`src/rtl/xbus_pkg.sv`:
```
package xbus_pkg;
  localparam int XB_ADDR_W = 16;

  typedef enum logic [1:0] {
    MODE_RUN   = 2'd0,
    MODE_IDLE  = 2'd1,
    MODE_PDOWN = 2'd2
  } pwr_mode_e;

  typedef struct packed {
    logic                 is_data;
    logic                 is_wr;
    logic [XB_ADDR_W-1:0] pc;
    logic [XB_ADDR_W-1:0] daddr;
  } bus_cycle_t;
endpackage

```
`src/rtl/xbus_phase.sv`:
```
module xbus_phase
  import xbus_pkg::*;
#(
  parameter int CYC_LEN = 12,
  localparam int PH_W = $clog2(CYC_LEN)
) (
  input  logic                 clk,
  input  logic                 rst,
  input  logic [XB_ADDR_W-1:0] pc_i,
  input  logic [XB_ADDR_W-1:0] daddr_i,
  input  logic                 movx_i,
  input  logic                 movx_wr_i,
  output logic [PH_W-1:0]      ph_nxt,
  output bus_cycle_t           cyc_nxt,
  output bus_cycle_t           cyc_q
);
  localparam logic [PH_W-1:0] PH_LAST = PH_W'(CYC_LEN - 1);

  logic [PH_W-1:0] ph_q;

  always_comb begin
    ph_nxt  = (ph_q == PH_LAST) ? '0 : ph_q + 1'b1;
    cyc_nxt = cyc_q;
    if (ph_q == PH_LAST) begin
      cyc_nxt.is_data = movx_i;
      cyc_nxt.is_wr   = movx_wr_i;
      cyc_nxt.pc      = pc_i;
      cyc_nxt.daddr   = daddr_i;
    end
  end

  always_ff @(posedge clk) begin
    if (rst) begin
      ph_q  <= PH_LAST;
      cyc_q <= '0;
    end else begin
      ph_q  <= ph_nxt;
      cyc_q <= cyc_nxt;
    end
  end


  phase_wrap_chk: assert property (@(posedge clk) disable iff (rst)
    (ph_q == PH_LAST) |=> (ph_q == '0));
endmodule

```
`src/rtl/xbus_decode.sv`:
```
module xbus_decode
  import xbus_pkg::*;
#(
  parameter logic [XB_ADDR_W-1:0] INT_TOP   = 16'h3FFF,
  parameter logic [XB_ADDR_W-1:0] RSV_LO    = 16'h7FF0,
  parameter logic [XB_ADDR_W-1:0] RSV_WR_HI = 16'h7FFF
) (
  input  logic                 ea_lat,
  input  bus_cycle_t           cyc,
  output logic                 ext_code,
  output logic                 rd_ok,
  output logic                 wr_ok,
  output logic [XB_ADDR_W-1:0] bus_addr
);
  logic in_rsv_rd;
  logic in_rsv_wr;

  always_comb begin
    ext_code  = !ea_lat || (cyc.pc > INT_TOP);
    in_rsv_rd = (cyc.daddr >= RSV_LO);
    in_rsv_wr = (cyc.daddr >= RSV_LO) && (cyc.daddr <= RSV_WR_HI);
    rd_ok     = cyc.is_data && !cyc.is_wr && !in_rsv_rd;
    wr_ok     = cyc.is_data &&  cyc.is_wr && !in_rsv_wr;
    bus_addr  = cyc.is_data ? cyc.daddr : cyc.pc;
  end
endmodule

```
`src/rtl/xbus_portmux.sv`:
```
module xbus_portmux
  import xbus_pkg::*;
#(
  parameter int PORT_W = 8,
  localparam int HI_W = XB_ADDR_W - 1 - PORT_W
) (
  input  logic [XB_ADDR_W-1:0] bus_addr,
  input  logic                 low_addr_en,
  input  logic                 hi_addr_en,
  input  logic [PORT_W-1:0]    p1_latch,
  input  logic [PORT_W-1:0]    p2_latch,
  output logic [PORT_W-1:0]    p1_nxt,
  output logic [PORT_W-1:0]    p2_nxt
);
  wire unused_top = bus_addr[XB_ADDR_W-1];

  always_comb begin
    p1_nxt = low_addr_en ? bus_addr[PORT_W-1:0] : p1_latch;
    if (hi_addr_en)
      p2_nxt = {p2_latch[PORT_W-1:HI_W], bus_addr[XB_ADDR_W-2:PORT_W]};
    else
      p2_nxt = p2_latch;
  end
endmodule

```
`src/rtl/xbus_ctrl.sv`:
```
module xbus_ctrl
  import xbus_pkg::*;
#(
  parameter int CYC_LEN = 12,
  parameter int ALE_W   = 2,
  parameter int PORT_W  = 8,
  parameter logic [XB_ADDR_W-1:0] INT_TOP   = 16'h3FFF,
  parameter logic [XB_ADDR_W-1:0] RSV_LO    = 16'h7FF0,
  parameter logic [XB_ADDR_W-1:0] RSV_WR_HI = 16'h7FFF
) (
  input  logic                 clk,
  input  logic                 rst,
  input  logic                 ea_pin,
  input  logic                 low_addr_en,
  input  logic [XB_ADDR_W-1:0] pc_i,
  input  logic [XB_ADDR_W-1:0] daddr_i,
  input  logic                 movx_i,
  input  logic                 movx_wr_i,
  input  logic                 idle_i,
  input  logic                 pdown_i,
  input  logic                 cfg_ale_off,
  input  logic                 cfg_cs_gpio,
  input  logic                 cfg_p2_addr,
  input  logic                 cs_gpio_val,
  input  logic [PORT_W-1:0]    p1_latch,
  input  logic [PORT_W-1:0]    p2_latch,
  output logic                 ale_o,
  output logic                 psen_n_o,
  output logic                 memcs_n_o,
  output logic                 rd_n_o,
  output logic                 wr_n_o,
  output logic [PORT_W-1:0]    p1_o,
  output logic [PORT_W-1:0]    p2_o
);
  localparam int PH_W = $clog2(CYC_LEN);
  localparam int HALF = CYC_LEN / 2;
  localparam logic [PH_W-1:0] HALF_P   = PH_W'(HALF);
  localparam logic [PH_W-1:0] ALE_END  = PH_W'(ALE_W);
  localparam logic [PH_W-1:0] CODE_LO  = PH_W'(ALE_W + 1);
  localparam logic [PH_W-1:0] CODE_HI  = PH_W'(HALF - 2);
  localparam logic [PH_W-1:0] STRB_LO  = PH_W'(ALE_W + 1);
  localparam logic [PH_W-1:0] STRB_HI  = PH_W'(CYC_LEN - 2);

  logic [PH_W-1:0]      ph_nxt;
  bus_cycle_t           cyc_nxt;
  bus_cycle_t           cyc_q;
  logic                 ea_lat;
  logic                 ext_code;
  logic                 rd_ok;
  logic                 wr_ok;
  logic [XB_ADDR_W-1:0] bus_addr;
  logic [PORT_W-1:0]    p1_nxt;
  logic [PORT_W-1:0]    p2_nxt;

  xbus_phase #(.CYC_LEN(CYC_LEN)) u_phase (
    .clk       (clk),
    .rst       (rst),
    .pc_i      (pc_i),
    .daddr_i   (daddr_i),
    .movx_i    (movx_i),
    .movx_wr_i (movx_wr_i),
    .ph_nxt    (ph_nxt),
    .cyc_nxt   (cyc_nxt),
    .cyc_q     (cyc_q)
  );

  xbus_decode #(
    .INT_TOP   (INT_TOP),
    .RSV_LO    (RSV_LO),
    .RSV_WR_HI (RSV_WR_HI)
  ) u_decode (
    .ea_lat   (ea_lat),
    .cyc      (cyc_nxt),
    .ext_code (ext_code),
    .rd_ok    (rd_ok),
    .wr_ok    (wr_ok),
    .bus_addr (bus_addr)
  );

  xbus_portmux #(.PORT_W(PORT_W)) u_portmux (
    .bus_addr    (bus_addr),
    .low_addr_en (low_addr_en),
    .hi_addr_en  (!ea_lat || cfg_p2_addr),
    .p1_latch    (p1_latch),
    .p2_latch    (p2_latch),
    .p1_nxt      (p1_nxt),
    .p2_nxt      (p2_nxt)
  );

  // External-access pin is only captured while reset is held.
  always_ff @(posedge clk) begin
    if (rst) ea_lat <= ea_pin;
  end

  pwr_mode_e        mode;
  logic             in_hi;
  logic [PH_W-1:0]  off;
  logic             ale_slot;
  logic             code_slot;
  logic             strb_slot;
  logic             ale_d, psen_n_d, memcs_n_d, rd_n_d, wr_n_d;
  logic [PORT_W-1:0] p1_d, p2_d;

  always_comb begin
    if (pdown_i)     mode = MODE_PDOWN;
    else if (idle_i) mode = MODE_IDLE;
    else             mode = MODE_RUN;

    in_hi     = (ph_nxt >= HALF_P);
    off       = in_hi ? (ph_nxt - HALF_P) : ph_nxt;
    ale_slot  = (off < ALE_END);
    code_slot = (off >= CODE_LO) && (off <= CODE_HI);
    strb_slot = (ph_nxt >= STRB_LO) && (ph_nxt <= STRB_HI);

    ale_d     = 1'b0;
    psen_n_d  = 1'b1;
    memcs_n_d = 1'b1;
    rd_n_d    = 1'b1;
    wr_n_d    = 1'b1;
    p1_d      = p1_o;
    p2_d      = p2_o;

    unique case (mode)
      MODE_RUN: begin
        ale_d     = ale_slot && !(cyc_nxt.is_data && in_hi) && !cfg_ale_off;
        psen_n_d  = !(code_slot && ext_code && !cyc_nxt.is_data);
        memcs_n_d = !ext_code;
        rd_n_d    = !(rd_ok && strb_slot);
        wr_n_d    = !(wr_ok && strb_slot);
        p1_d      = p1_nxt;
        p2_d      = p2_nxt;
      end
      MODE_IDLE: begin
        ale_d    = 1'b1;
        psen_n_d = 1'b1;
      end
      default: begin
        ale_d    = 1'b0;
        psen_n_d = 1'b0;
      end
    endcase

    if (cfg_cs_gpio) memcs_n_d = cs_gpio_val;
  end

  always_ff @(posedge clk) begin
    if (rst) begin
      ale_o     <= 1'b0;
      psen_n_o  <= 1'b1;
      memcs_n_o <= 1'b1;
      rd_n_o    <= 1'b1;
      wr_n_o    <= 1'b1;
      p1_o      <= '1;
      p2_o      <= '1;
    end else begin
      ale_o     <= ale_d;
      psen_n_o  <= psen_n_d;
      memcs_n_o <= memcs_n_d;
      rd_n_o    <= rd_n_d;
      wr_n_o    <= wr_n_d;
      p1_o      <= p1_d;
      p2_o      <= p2_d;
    end
  end


  ea_frozen_chk: assert property (@(posedge clk) disable iff (rst)
    !$past(rst) |-> $stable(ea_lat));


  strobe_excl_chk: assert property (@(posedge clk) disable iff (rst)
    !(!rd_n_o && !wr_n_o));


  wr_rsv_chk: assert property (@(posedge clk) disable iff (rst)
    !wr_n_o |-> !((cyc_q.daddr >= RSV_LO) && (cyc_q.daddr <= RSV_WR_HI)));


  rd_rsv_chk: assert property (@(posedge clk) disable iff (rst)
    !rd_n_o |-> (cyc_q.daddr < RSV_LO));


  idle_lvl_chk: assert property (@(posedge clk) disable iff (rst)
    (idle_i && !pdown_i) |=> (ale_o && psen_n_o && rd_n_o && wr_n_o));


  pdown_lvl_chk: assert property (@(posedge clk) disable iff (rst)
    pdown_i |=> (!ale_o && !psen_n_o && rd_n_o && wr_n_o));
endmodule

```
`config.mk`:
```
export PLATFORM = sky130hd
export DESIGN_NAME = xbus_ctrl
export DESIGN_NICKNAME = d
export VERILOG_FILES = /design/src/rtl/xbus_pkg.sv /design/src/rtl/xbus_phase.sv /design/src/rtl/xbus_decode.sv /design/src/rtl/xbus_portmux.sv /design/src/rtl/xbus_ctrl.sv
export SDC_FILE = /design/constraint.sdc
export NUM_CORES = 1
export LEC_CHECK = 0
export BUFFER_PORTS_ARGS = -buffer_cell sky130_fd_sc_hd__buf_2
export CAP_MARGIN = 5
export CORE_UTILIZATION = 47
export CTS_CLUSTER_DIAMETER = 80
export DETAILED_ROUTE_END_ITERATION = 8
export HOLD_SLACK_MARGIN = 0.06
export PLACE_DENSITY = 0.76
export SLEW_MARGIN = 20
export SYNTH_ARGS = -nofsm -noshare
export SYNTH_HDL_FRONTEND = slang
export SYNTH_SLANG_ARGS = --single-unit
```
`constraint.sdc`:
```
create_clock -name clk -period 2.6 [get_ports clk]
set_clock_uncertainty 0.15 [all_clocks]
set_input_delay 0.26 -clock clk [delete_from_list [all_inputs] [get_ports clk]]
set_output_delay 0.26 -clock clk [all_outputs]
set_load 0.005 [all_outputs]
```
==> reports/summary.json, run 1 <==
{
  "cts-root-to-sink-buffers": 2,
  "synth-seq-area-share_pct": 40.9,
  "tritoncts": "done",
  "setup_viol": 0,
  "initial_core_util_pct": 49.4,
  "final_critical_path_setup_slack_ps": 27.0,
  "detail_route.vias_per_cell": 5.41,
  "worst_ir_drop_on_vdd_uv": 370,
  "place_worst_setup_slack_ps": -11.7,
  "timing.slew.headroom_pct": 58.2,
  "grt_overflow_total": 0,
  "route.detailed.wl_per_inst_um": 14.6,
  "antenna_left": 0,
  "syn2layout_area_growth_pct": 37.3,
  "type_of_destination_of_the_critical_path": "flip-flop",
  "antenna_found_initial": 0,
  "worstSkewPairLatency_ps": 340,
  "pwr-share-seq_pct": 37.2,
  "tritoncts.num_buffers": 9,
  "final.hold.worst_slack_ps": 76.6,
  "synth_register_bits": 60,
  "io_pins": 81,
  "postSynthNetCount": 416,
  "remaining_drc_errors": 0,
  "status": "finished, final reports clean",
  "die_h_um": 81.3,
  "first_global_vias": 2655,
  "ff_to_ff_path_depth": 13,
  "floorplan_die_area_mm2": 0.00661,
  "postRouteWirelength_um": 7930,
  "gr-usage-all-layers_pct": 24.6,
  "leakagePower_uw": 0.00168,
  "layout.cells.most_common": "sky130_fd_sc_hd__buf_2",
  "row_count": 28,
  "power-per-cell-area_mw_per_mm2": 725,
  "avgSynthCellArea_um2": 8.40,
  "antenna-diode-count": 0,
  "cts.sinks": 60,
  "pin_count_of_the_biggest_net_entering_global_routing": 34,
  "synth_cells": 352,
  "netSwitchingFraction_pct": 34.2,
  "rsz0062_at_grt": "yes",
  "hold_viol_final": 0,
  "die_width_um": 81.3,
  "crit_arrival_ps": 2650,
  "share_comb_of_total_power_pct": 33.8,
  "timing_max_transition_violations_final": 0,
  "core-area_mm2": 0.00599,
  "drt_iter0_drc": 150,
  "internal_power_uw": 1940,
  "timing.final.crit_period_ps": 2570,
  "hold_path_depth": 3,
  "place.detailed.instances": 491,
  "period_share_pct": 99.0,
  "port-buffer-count": 80,
  "synth.cell_area_mm2": 0.00296,
  "via_count": 2944,
  "max_slew.worst_pin.slew_ps": 627,
  "number_of_max_capacitance_violations_reported": 0,
  "final_estimated_routing_congestion_in_global_placement": 0.843,
  "drt_pre_antenna_iters": 5,
  "timing.hold.worst.class": "input pin to flip-flop",
  "clk_pin_slew_ps": 70,
  "place_hpwl_um": 5170,
  "count_of_h_tree_levels_built_during_cts": 3,
  "final.setup.tns_ps": 0,
  "timing.critical_path.from_type": "flip-flop",
  "most_used_cells_in_the_layout_excluding_fill_and_tap_cells": "sky130_fd_sc_hd__buf_2 (80), sky130_fd_sc_hd__nand2_1 (64), sky130_fd_sc_hd__dfxtp_1 (57)",
  "drive_gt1_share_pct": 30.1,
  "timing.critical_path.fanout_max": 6,
  "p_switching_uw": 1010,
  "clk_root_buffer_cell": "sky130_fd_sc_hd__clkbuf_8",
  "fmax_ghz": 0.389,
  "criticalPathCategory": "flip-flop to flip-flop",
  "yosysUniqueCellTypes": 46,
  "fin_cells": 544,
  "synthesis.yosys.warnings": 0,
  "finalNetCount": 528,
  "worst-endpoint-required_ps": 2680,
  "grt_pass1_wl_um": 12200,
  "clock_power_share_pct": 28.9
}
[final cells by class]
type	count	area (µm²)
clock buffer	9	124
clock inverter	7	73.8
sequential	60	1220
timing repair buffer	126	845
fill	467	1930
inverter	6	25.0
multi-input combinational	261	1680
tap	75	93.8
[critical path: stages, from the launching register on]
cell and delay (ps):
sky130_fd_sc_hd__dfxtp_4 390, sky130_fd_sc_hd__ha_4 170, sky130_fd_sc_hd__buf_6 90, sky130_fd_sc_hd__or2b_1 90
sky130_fd_sc_hd__and2_4 160, sky130_fd_sc_hd__inv_4 40, sky130_fd_sc_hd__ha_4 170, sky130_fd_sc_hd__or3_4 400
sky130_fd_sc_hd__o221ai_4 90, sky130_fd_sc_hd__nor2_4 80, sky130_fd_sc_hd__buf_4 160, sky130_fd_sc_hd__o21a_1 180
sky130_fd_sc_hd__o221ai_1 190, sky130_fd_sc_hd__a211oi_1 100
[final timing paths]
| check | from | to | slack, ps |
|---|---|---|---|
| worst min-delay path | p1_latch[0] | p1_o[0] | 80 |
| worst min register to register | u_phase.cyc_q[21] | u_phase.cyc_q[21] | 300 |
| worst max register to register | u_phase.ph_q[0] | ale_o | 30 |
| worst max-delay path | u_phase.ph_q[0] | ale_o | 30 |
[state kept, by name, indices dropped and copies added (netlist names)]
| name | cells |
|---|---|
| u_phase.cyc_q | 34 |
| p1_o | 8 |
| p2_o | 8 |
| u_phase.ph_q | 4 |
| ale_o | 1 |
| ea_lat | 1 |
| memcs_n_o | 1 |
| psen_n_o | 1 |
| rd_n_o | 1 |
| wr_n_o | 1 |
[synthesized netlist by cell type, drive strengths merged]
| library cell | n | share of area (%) |
|---|---|---|
| o211ai | 13 | 3.3 |
| buf | 11 | 2.5 |
| o221ai | 2 | 0.59 |
| a21oi | 29 | 4.9 |
| or2b | 1 | 0.25 |
| dfxtp | 59 | 40 |
| nand2 | 64 | 8.1 |
| a21o | 1 | 0.25 |
| nor2b | 15 | 3.2 |
| nor3 | 9 | 1.7 |
| a211oi | 20 | 5.1 |
| o21a | 2 | 0.51 |
| edfxtp | 1 | 1.0 |
| a2111oi | 2 | 0.80 |
| or2 | 3 | 0.63 |
| nand4 | 4 | 0.85 |
| and2 | 1 | 0.21 |
| mux2 | 9 | 3.4 |
| nand2b | 4 | 0.93 |
| clkbuf | 14 | 1.8 |
| and4b | 1 | 0.47 |
| o22ai | 2 | 0.42 |
| and3b | 1 | 0.30 |
| ha | 4 | 1.7 |
| inv | 6 | 0.76 |
| mux2i | 22 | 7.9 |
| a22oi | 1 | 0.25 |
| nor2 | 27 | 3.4 |
| o2bb2ai | 1 | 0.30 |
| nand3b | 1 | 0.25 |
| a32oi | 1 | 0.30 |
| o21ai | 18 | 3.2 |
| or3b | 1 | 0.30 |
| xor2 | 1 | 0.30 |
| or3 | 1 | 0.21 |
[logic make-up (layout without fill, tap and decap cells)]
kind of cell	count (synthesis)	after routing	synth area share (%)
XOR/XNOR	1	1	0.296
flip-flops	60	60	40.9
AO/OA/AOI/OAI	92	92	19.9
multiplexers	31	31	11.3
AND/OR/NAND/NOR	133	133	20.8
adder cells (fa/ha/maj)	4	4	1.69
buffers and inverters	31	148	5.08
[through the flow]
stage / util [%] / cell area [µm²] / power (µW)
after global routing: 67.8 / 4060 / 3110
after floorplan: - / 2990 / 1740
final: 67.8 / 4060 / 2940
after detailed placement: 57.2 / 3430 / 1950
after CTS: 66.2 / 3960 / 2850
after global placement: 57.2 / 3430 / 1930
[layer usage]
metal	global-route usage, %	routed length [µm]	share of wire, %	vias up
li1	-	-	-	1461
met1	31.6	3620	46	1388
met2	40.3	3910	49	80
met3	5.84	257	3.2	15
met4	7.68	140	1.8	0
met5	0	0	0	-
[timing repair]
item                                    4_1_cts  5_1_grt
resized for setup                             0       14
pin swaps                                     1        8
buffers inserted                              1        3
hold endpoints to repair                     34        0
endpoints found under the setup margin        1        2
hold buffers                                 33        0
[power by group through the flow]
stage / Sequential, µW / Clock, µW / Combinational, µW
CTS: 1090 / 868 / 891
floorplan: 1090 / 0 / 648
detailed placement: 1110 / 0 / 839
global placement: 1110 / 0 / 820
finish: 1100 / 852 / 997
global route: 1110 / 917 / 1090
Power figures use the tool's default switching activity.
==> run 2, diff against run 1 <==
Settings changed: CORE_ASPECT_RATIO set to 1.1.
==> reports/summary.json, run 2 (same netlist as run 1, synthesis figures left out) <==
{
  "type_of_destination_of_the_critical_path": "flip-flop",
  "io_pins": {"value": 81, "change": "unchanged"},
  "gr-usage-all-layers": {"value": 23.8, "unit": "%", "change": "-0.80 points"},
  "grt_overflow_total": {"value": 0, "change": "unchanged"},
  "postRouteWirelength": {"value": 7800, "unit": "µm", "change": "-1.6%"},
  "tritoncts": "done",
  "clk_root_buffer_cell": "sky130_fd_sc_hd__clkbuf_8",
  "setup.reg_to_reg.worst_slack": {"value": 60, "unit": "ps", "change": "+40 ps"},
  "final_estimated_routing_congestion_in_global_placement": {"value": 0.826, "change": "-2.1%"},
  "antenna_found_initial": {"value": 0, "change": "unchanged"},
  "setup_viol": {"value": 0, "change": "unchanged"},
  "timing.critical_path.fanout_max": {"value": 7, "change": "+1"},
  "ff_to_ff_path_depth": {"value": 11, "change": "-2"},
  "count_of_h_tree_levels_built_during_cts": {"value": 3, "change": "unchanged"},
  "final.hold.worst_slack": {"value": 78.6, "unit": "ps", "change": "+2.05 ps"},
  "largest_register_ffs": {"value": 34, "change": "unchanged"},
  "place_worst_setup_slack": {"value": -34.9, "unit": "ps", "change": "-23.2 ps"},
  "core-area": {"value": 0.00591, "unit": "mm²", "change": "-1.3%"},
  "slowest_stage": "sky130_fd_sc_hd__dfxtp_4",
  "timing.critical_path.mode_cell": "sky130_fd_sc_hd__ha_4",
  "regMostFlops": "u_phase.cyc_q",
  "crit_arrival": {"value": 2640, "unit": "ps", "change": "about the same"},
  "path_cells": "ha_4 > or3b_1 > and2_4 > inv_4 > ha_4 > or2_4 > o221ai_4 > nor2_4 > mux2i_2 > o221ai_2 > a211oi_2",
  "number_of_max_capacitance_violations_reported": {"value": 0, "change": "unchanged"},
  "holdCritStartpoint": "daddr_i[12]",
  "syn2layout_area_growth_pct": 38.6,
  "remaining_drc_errors": {"value": 0, "change": "unchanged"},
  "grt_pass1_wl": {"value": 12300, "unit": "µm", "change": "+1.0%"},
  "period_share": {"value": 97.5, "unit": "%", "change": "-1.4 points"},
  "via_count": {"value": 2898, "change": "-1.6%"},
  "final_critical_path_setup_slack": {"value": 64.1, "unit": "ps", "change": "+37.1 ps"},
  "criticalPathCategory": "flip-flop to flip-flop",
  "layout.cells.most_common": "sky130_fd_sc_hd__buf_2",
  "regToRegEndpoint": "ale_o",
  "tritoncts.num_buffers": {"value": 9, "change": "unchanged"},
  "drive_gt1_share": {"value": 30.6, "unit": "%", "change": "+0.51 points"},
  "hold_end": "u_phase.cyc_q[12]",
  "floorplan_die_area": {"value": 0.00661, "unit": "mm²", "change": "about the same"},
  "reg2reg_from": "u_phase.ph_q[0]",
  "p_total": {"value": 3070, "unit": "µW", "change": "+4.3%"},
  "row_count": {"value": 29, "change": "+3.6%"},
  "drt_pre_antenna_iters": {"value": 4, "change": "-1"},
  "timing_max_transition_violations_final": {"value": 0, "change": "unchanged"},
  "leakagePower": {"value": 0.00171, "unit": "µW", "change": "+1.4%"},
  "timing.slew.headroom": {"value": 59.8, "unit": "%", "change": "+1.6 points"},
  "die_width": {"value": 77.6, "unit": "µm", "change": "-4.5%"},
  "initial_core_util": {"value": 50.0, "unit": "%", "change": "+0.64 points"},
  "cts-root-to-sink-buffers": {"value": 2, "change": "unchanged"},
  "hold_path_depth": {"value": 3, "change": "unchanged"},
  "slowest_delay": {"value": 370, "unit": "ps", "change": "-30 ps"},
  "most_used_cells_in_the_layout_excluding_fill_and_tap_cells": "sky130_fd_sc_hd__buf_2 (80), sky130_fd_sc_hd__nand2_1 (64), sky130_fd_sc_hd__dfxtp_1 (57)",
  "fmax": {"value": 0.394, "unit": "GHz", "change": "+1.5%"},
  "place_hpwl": {"value": 5150, "unit": "µm", "change": "-0.22%"},
  "route.detailed.wl_per_inst": {"value": 14.2, "unit": "µm", "change": "-2.3%"},
  "finalNetCount": {"value": 530, "change": "+0.38%"},
  "nFillCells": {"value": 462, "change": "-1.1%"},
  "port-buffer-count": {"value": 80, "change": "unchanged"},
  "status": "finished, final reports clean",
  "pin_count_of_the_biggest_net_entering_global_routing": {"value": 34, "change": "unchanged"},
  "die_h": {"value": 85.2, "unit": "µm", "change": "+4.8%"},
  "timing.final.crit_period": {"value": 2540, "unit": "ps", "change": "-37.1 ps"},
  "largest_registers": "u_phase.cyc_q x34, p1_o x8, p2_o x8",
  "timing.hold.worst.class": "input pin to flip-flop",
  "antenna_left": {"value": 0, "change": "unchanged"},
  "detail_route.vias_per_cell": {"value": 5.29, "change": "-2.3%"},
  "timing.critical_path.from_type": "flip-flop",
  "antenna-diode-count": {"value": 0, "change": "unchanged"},
  "worst_ir_drop_on_vdd": {"value": 435, "unit": "µV", "change": "+18%"},
  "max_slew.worst_pin.slew": {"value": 602, "unit": "ps", "change": "-24.9 ps"},
  "cts.sinks": {"value": 60, "change": "unchanged"},
  "worst_path_dominant_cell_family": "simple AND/OR/NAND/NOR gates",
  "first_global_vias": {"value": 2698, "change": "+1.6%"},
  "clk_pin_slew": {"value": 70, "unit": "ps", "change": "about the same"},
  "power-per-cell-area": {"value": 749, "unit": "mW/mm²", "change": "+3.3%"},
  "drt_iter0_drc": {"value": 155, "change": "+3.3%"},
  "worst-endpoint-required": {"value": 2700, "unit": "ps", "change": "+20 ps"},
  "hold_viol_final": {"value": 0, "change": "unchanged"},
  "cp.buffers_inverters": {"value": 1, "change": "-2"},
  "worstSkewPairLatency": {"value": 330, "unit": "ps", "change": "about the same"}
}
run 2: routing by layer:
metal,share of wire [%],track usage [%],up-vias
li1,-,-,1464
met1,45,30.1,1339
met2,49,38.3,80
met3,4.9,6.34,15
met4,1.8,9.95,0
met5,0,0,-
run 2: worst max-delay path by stage:
stage,from,to,cells after the start
after floorplan,u_phase.ph_q[1],ale_o,12
after global placement,u_phase.ph_q[1],ale_o,11
after detailed placement,u_phase.ph_q[1],ale_o,11
after CTS,u_phase.ph_q[1],ale_o,11
after global routing,u_phase.ph_q[0],ale_o,12
final,u_phase.ph_q[0],ale_o,11
run 2: report_power, final:
group	leakage (µW)	internal [µW]	switching, µW
Clock	0.000116	619	361
Combinational	0.00109	470	527
Sequential	0.000496	1030	68.3
run 2: what timing repair did:
| item | CTS | global route |
|---|---|---|
| setup buffers | 1 | 6 |
| endpoints found under the setup margin | 1 | 2 |
| gates resized for setup | 0 | 11 |
| pin swaps | 1 | 6 |
| hold buffers | 31 | 0 |
| endpoints found under the hold margin | 31 | 0 |
| cloned | 0 | 0 |
run 2: final cells by class:
| class | instances | area (µm²) | share of cell area (%) |
|---|---|---|---|
| inverters | 6 | 25.0 | 0.610 |
| flip-flops and latches | 60 | 1220 | 29.7 |
| multi-input cells | 261 | 1670 | 40.8 |
| well taps | 77 | 96.3 | 2.35 |
| clock buffers | 13 | 169 | 4.12 |
| clock inverters | 3 | 67.6 | 1.65 |
| repair buffers | 128 | 851 | 20.8 |
run 2: tightest hold or removal path, stage by stage:
cell,delay (ps)
sky130_fd_sc_hd__buf_2,80
sky130_fd_sc_hd__mux2i_1,90
sky130_fd_sc_hd__nor2_1,100
run 2: through the flow:
stage	cells	instance area, µm²	TNS, ps	utilization, %
5_1_grt	548	4100	-77.6	69.3
4_1_cts	542	3990	0	67.5
3_3_place_gp	494	3440	0	58.1
6_report	548	4100	0	69.3
2_1_floorplan	352	2990	0	-
3_5_place_dp	494	3440	-34.9	58.1
==> run 3, diff against run 2 <==
Clock period 2.6 ns to 2 ns, I/O delays scaled along.
==> reports/summary.json, run 3 (same netlist as run 1, synthesis figures left out) <==
{
  "initial_core_util": {"value": 50.0, "unit": "%", "change": "unchanged"},
  "grt_overflow_total": {"value": 0, "change": "unchanged"},
  "timing.hold.worst.class": "input pin to flip-flop",
  "timing.critical_path.from_type": "flip-flop",
  "fmax": {"value": 0.395, "unit": "GHz", "change": "+0.21%"},
  "antenna_left": {"value": 0, "change": "unchanged"},
  "die_h": {"value": 85.2, "unit": "µm", "change": "unchanged"},
  "final_critical_path_setup_slack": {"value": -531, "unit": "ps", "change": "-595 ps"},
  "antenna_found_initial": {"value": 0, "change": "unchanged"},
  "layout.cells.most_common": "sky130_fd_sc_hd__buf_2",
  "place.detailed.instances": {"value": 523, "change": "+5.9%"},
  "hold_path_depth": {"value": 3, "change": "unchanged"},
  "io_pins": {"value": 81, "change": "unchanged"},
  "final_estimated_routing_congestion_in_global_placement": {"value": 0.893, "change": "+8.1%"},
  "worstSkewPairLatency": {"value": 340, "unit": "ps", "change": "about the same"},
  "critical_path.startpoint": "u_phase.ph_q[1]",
  "regMostFlops": "u_phase.cyc_q",
  "holdCritStartpoint": "p2_latch[1]",
  "detail_route.vias_per_cell": {"value": 5.89, "change": "+11%"},
  "setup_viol": {"value": 13, "change": "+13"},
  "most_used_cells_in_the_layout_excluding_fill_and_tap_cells": "sky130_fd_sc_hd__buf_2 (80), sky130_fd_sc_hd__nand2_1 (64), sky130_fd_sc_hd__dfxtp_1 (57)",
  "crit_arrival": {"value": 2650, "unit": "ps", "change": "about the same"},
  "place_hpwl": {"value": 5760, "unit": "µm", "change": "+12%"},
  "worst-endpoint-required": {"value": 2120, "unit": "ps", "change": "-580 ps"},
  "fin_cells": {"value": 590, "change": "+7.7%"},
  "type_of_destination_of_the_critical_path": "flip-flop",
  "status": "finished, violations left",
  "antenna-diode-count": {"value": 0, "change": "unchanged"},
  "drt_iter0_drc": {"value": 248, "change": "+60%"},
  "timing.final.crit_period": {"value": 2530, "unit": "ps", "change": "-5.24 ps"},
  "multiInputGateArea": {"value": 0.00191, "unit": "mm²", "change": "+14%"},
  "floorplan_die_area": {"value": 0.00661, "unit": "mm²", "change": "unchanged"},
  "final.hold.worst_slack": {"value": 56.3, "unit": "ps", "change": "-22.4 ps"},
  "reg2reg_from": "u_phase.ph_q[1]",
  "drt_pre_antenna_iters": {"value": 5, "change": "+1"},
  "seqCellArea": {"value": 0.00122, "unit": "mm²", "change": "unchanged"},
  "die_width": {"value": 77.6, "unit": "µm", "change": "unchanged"},
  "nFillCells": {"value": 337, "change": "-27%"},
  "via_count": {"value": 3478, "change": "+20%"},
  "timing_max_transition_violations_final": {"value": 0, "change": "unchanged"},
  "power-per-cell-area": {"value": 968, "unit": "mW/mm²", "change": "+29%"},
  "port-buffer-count": {"value": 80, "change": "unchanged"},
  "largest_register_ffs": {"value": 34, "change": "unchanged"},
  "hold_viol_final": {"value": 0, "change": "unchanged"},
  "ff_to_ff_path_depth": {"value": 11, "change": "unchanged"},
  "worst_ir_drop_on_vdd": {"value": 751, "unit": "µV", "change": "+73%"},
  "violations_in_the_final_reports": "negative setup slack",
  "pin_count_of_the_biggest_net_entering_global_routing": {"value": 28, "change": "-18%"},
  "criticalPathCategory": "flip-flop to flip-flop",
  "grt_pass1_wl": {"value": 15700, "unit": "µm", "change": "+28%"},
  "tritoncts": "done",
  "rsz0062_at_grt": "yes",
  "first_global_vias": {"value": 3287, "change": "+22%"},
  "syn2layout_area_growth_pct": 60.0,
  "max_slew.worst_pin.slew": {"value": 477, "unit": "ps", "change": "-126 ps"},
  "clk_pin_slew": {"value": 70, "unit": "ps", "change": "about the same"},
  "remaining_drc_errors": {"value": 0, "change": "unchanged"},
  "final.setup.tns": {"value": -3610, "unit": "ps", "change": "-3610 ps"},
  "count_of_h_tree_levels_built_during_cts": {"value": 3, "change": "unchanged"},
  "tritoncts.num_buffers": {"value": 9, "change": "unchanged"},
  "route.detailed.wl_per_inst": {"value": 19.4, "unit": "µm", "change": "+36%"},
  "cts-root-to-sink-buffers": {"value": 2, "change": "unchanged"},
  "timing.slew.headroom": {"value": 68.1, "unit": "%", "change": "+8.3 points"},
  "clk_root_buffer_cell": "sky130_fd_sc_hd__clkbuf_8",
  "timing.critical_path.fanout_max": {"value": 5, "change": "-2"},
  "period_share": {"value": 127, "unit": "%", "change": "+29 points"},
  "number_of_max_capacitance_violations_reported": {"value": 0, "change": "unchanged"},
  "final_core_util": {"value": 80.0, "unit": "%", "change": "+11 points"},
  "drive_gt1_share": {"value": 40.7, "unit": "%", "change": "+10 points"},
  "postRouteWirelength": {"value": 11400, "unit": "µm", "change": "+46%"},
  "row_count": {"value": 29, "change": "unchanged"},
  "setup.reg_to_reg.worst_slack": {"value": -530, "unit": "ps", "change": "-590 ps"},
  "gr-usage-all-layers": {"value": 30.8, "unit": "%", "change": "+7.0 points"},
  "leakagePower": {"value": 0.00198, "unit": "µW", "change": "+16%"},
  "largest_registers": "u_phase.cyc_q x34, p1_o x8, p2_o x8",
  "core-area": {"value": 0.00591, "unit": "mm²", "change": "unchanged"},
  "finalNetCount": {"value": 572, "change": "+7.9%"},
  "place_worst_setup_slack": {"value": -495, "unit": "ps", "change": "-460 ps"},
  "cts.sinks": {"value": 60, "change": "unchanged"}
}
==> run 3: cell type report <==
| type | count | share of cell area (%) |
|---|---|---|
| multi-input combinational | 261 | 40.4 |
| timing repair buffer | 170 | 27.0 |
| sequential | 60 | 25.7 |
| clock buffer | 12 | 3.28 |
| tap | 77 | 2.04 |
| clock inverter | 4 | 1.00 |
| inverter | 6 | 0.529 |
==> run 3: worst max-delay path: stages, from the launching register on <==
cell and delay [ps]:
sky130_fd_sc_hd__dfxtp_4 360, sky130_fd_sc_hd__ha_4 150, sky130_fd_sc_hd__or3b_4 370, sky130_fd_sc_hd__and2_4 160, sky130_fd_sc_hd__inv_4 60, sky130_fd_sc_hd__ha_4 160, sky130_fd_sc_hd__or2_4 140, sky130_fd_sc_hd__o221ai_4 100
sky130_fd_sc_hd__nor2_4 170, sky130_fd_sc_hd__mux2i_2 310, sky130_fd_sc_hd__o221ai_2 140, sky130_fd_sc_hd__a211oi_2 180
==> run 3: layer usage <==
layer / up-vias / share of wire [%] / GRT usage (%)
met5: - / 0 / 0
met4: 0 / 4.6 / 12.9
met3: 58 / 7.4 / 6.34
met2: 232 / 50 / 52.9
met1: 1641 / 38 / 37.3
li1: 1547 / - / -
==> run 3: power by group <==
| group | total (µW) | switching, µW | internal, µW |
|---|---|---|---|
| clock network | 1140 | 504 | 640 |
| registers | 1420 | 89.2 | 1340 |
| logic | 2010 | 993 | 1020 |
| total | 4580 | 1590 | 3000 |
==> run 3: timing repair <==
item / 4_1_cts / 5_1_grt
gates resized for setup: 27 / 40
pin swaps: 12 / 15
endpoints found under the hold margin: 38 / 0
hold buffers: 38 / 0
buffers inserted: 9 / 5
setup endpoints to repair: 11 / 18
gates cloned: 1 / 0
==> run 3: worst paths after layout <==
kind / end
worst min-delay path: p2_o[1]
worst max-delay path: ale_o
worst max register to register: ale_o
worst min register to register: u_phase.cyc_q[22]
==> run 3: through the flow <==
stage / total power, µW / instance area (µm²)
after floorplan: 2320 / 3060
after global routing: 4770 / 4730
after detailed placement: 2810 / 3740
after CTS: 4190 / 4530
after global placement: 2770 / 3740
final: 4580 / 4730
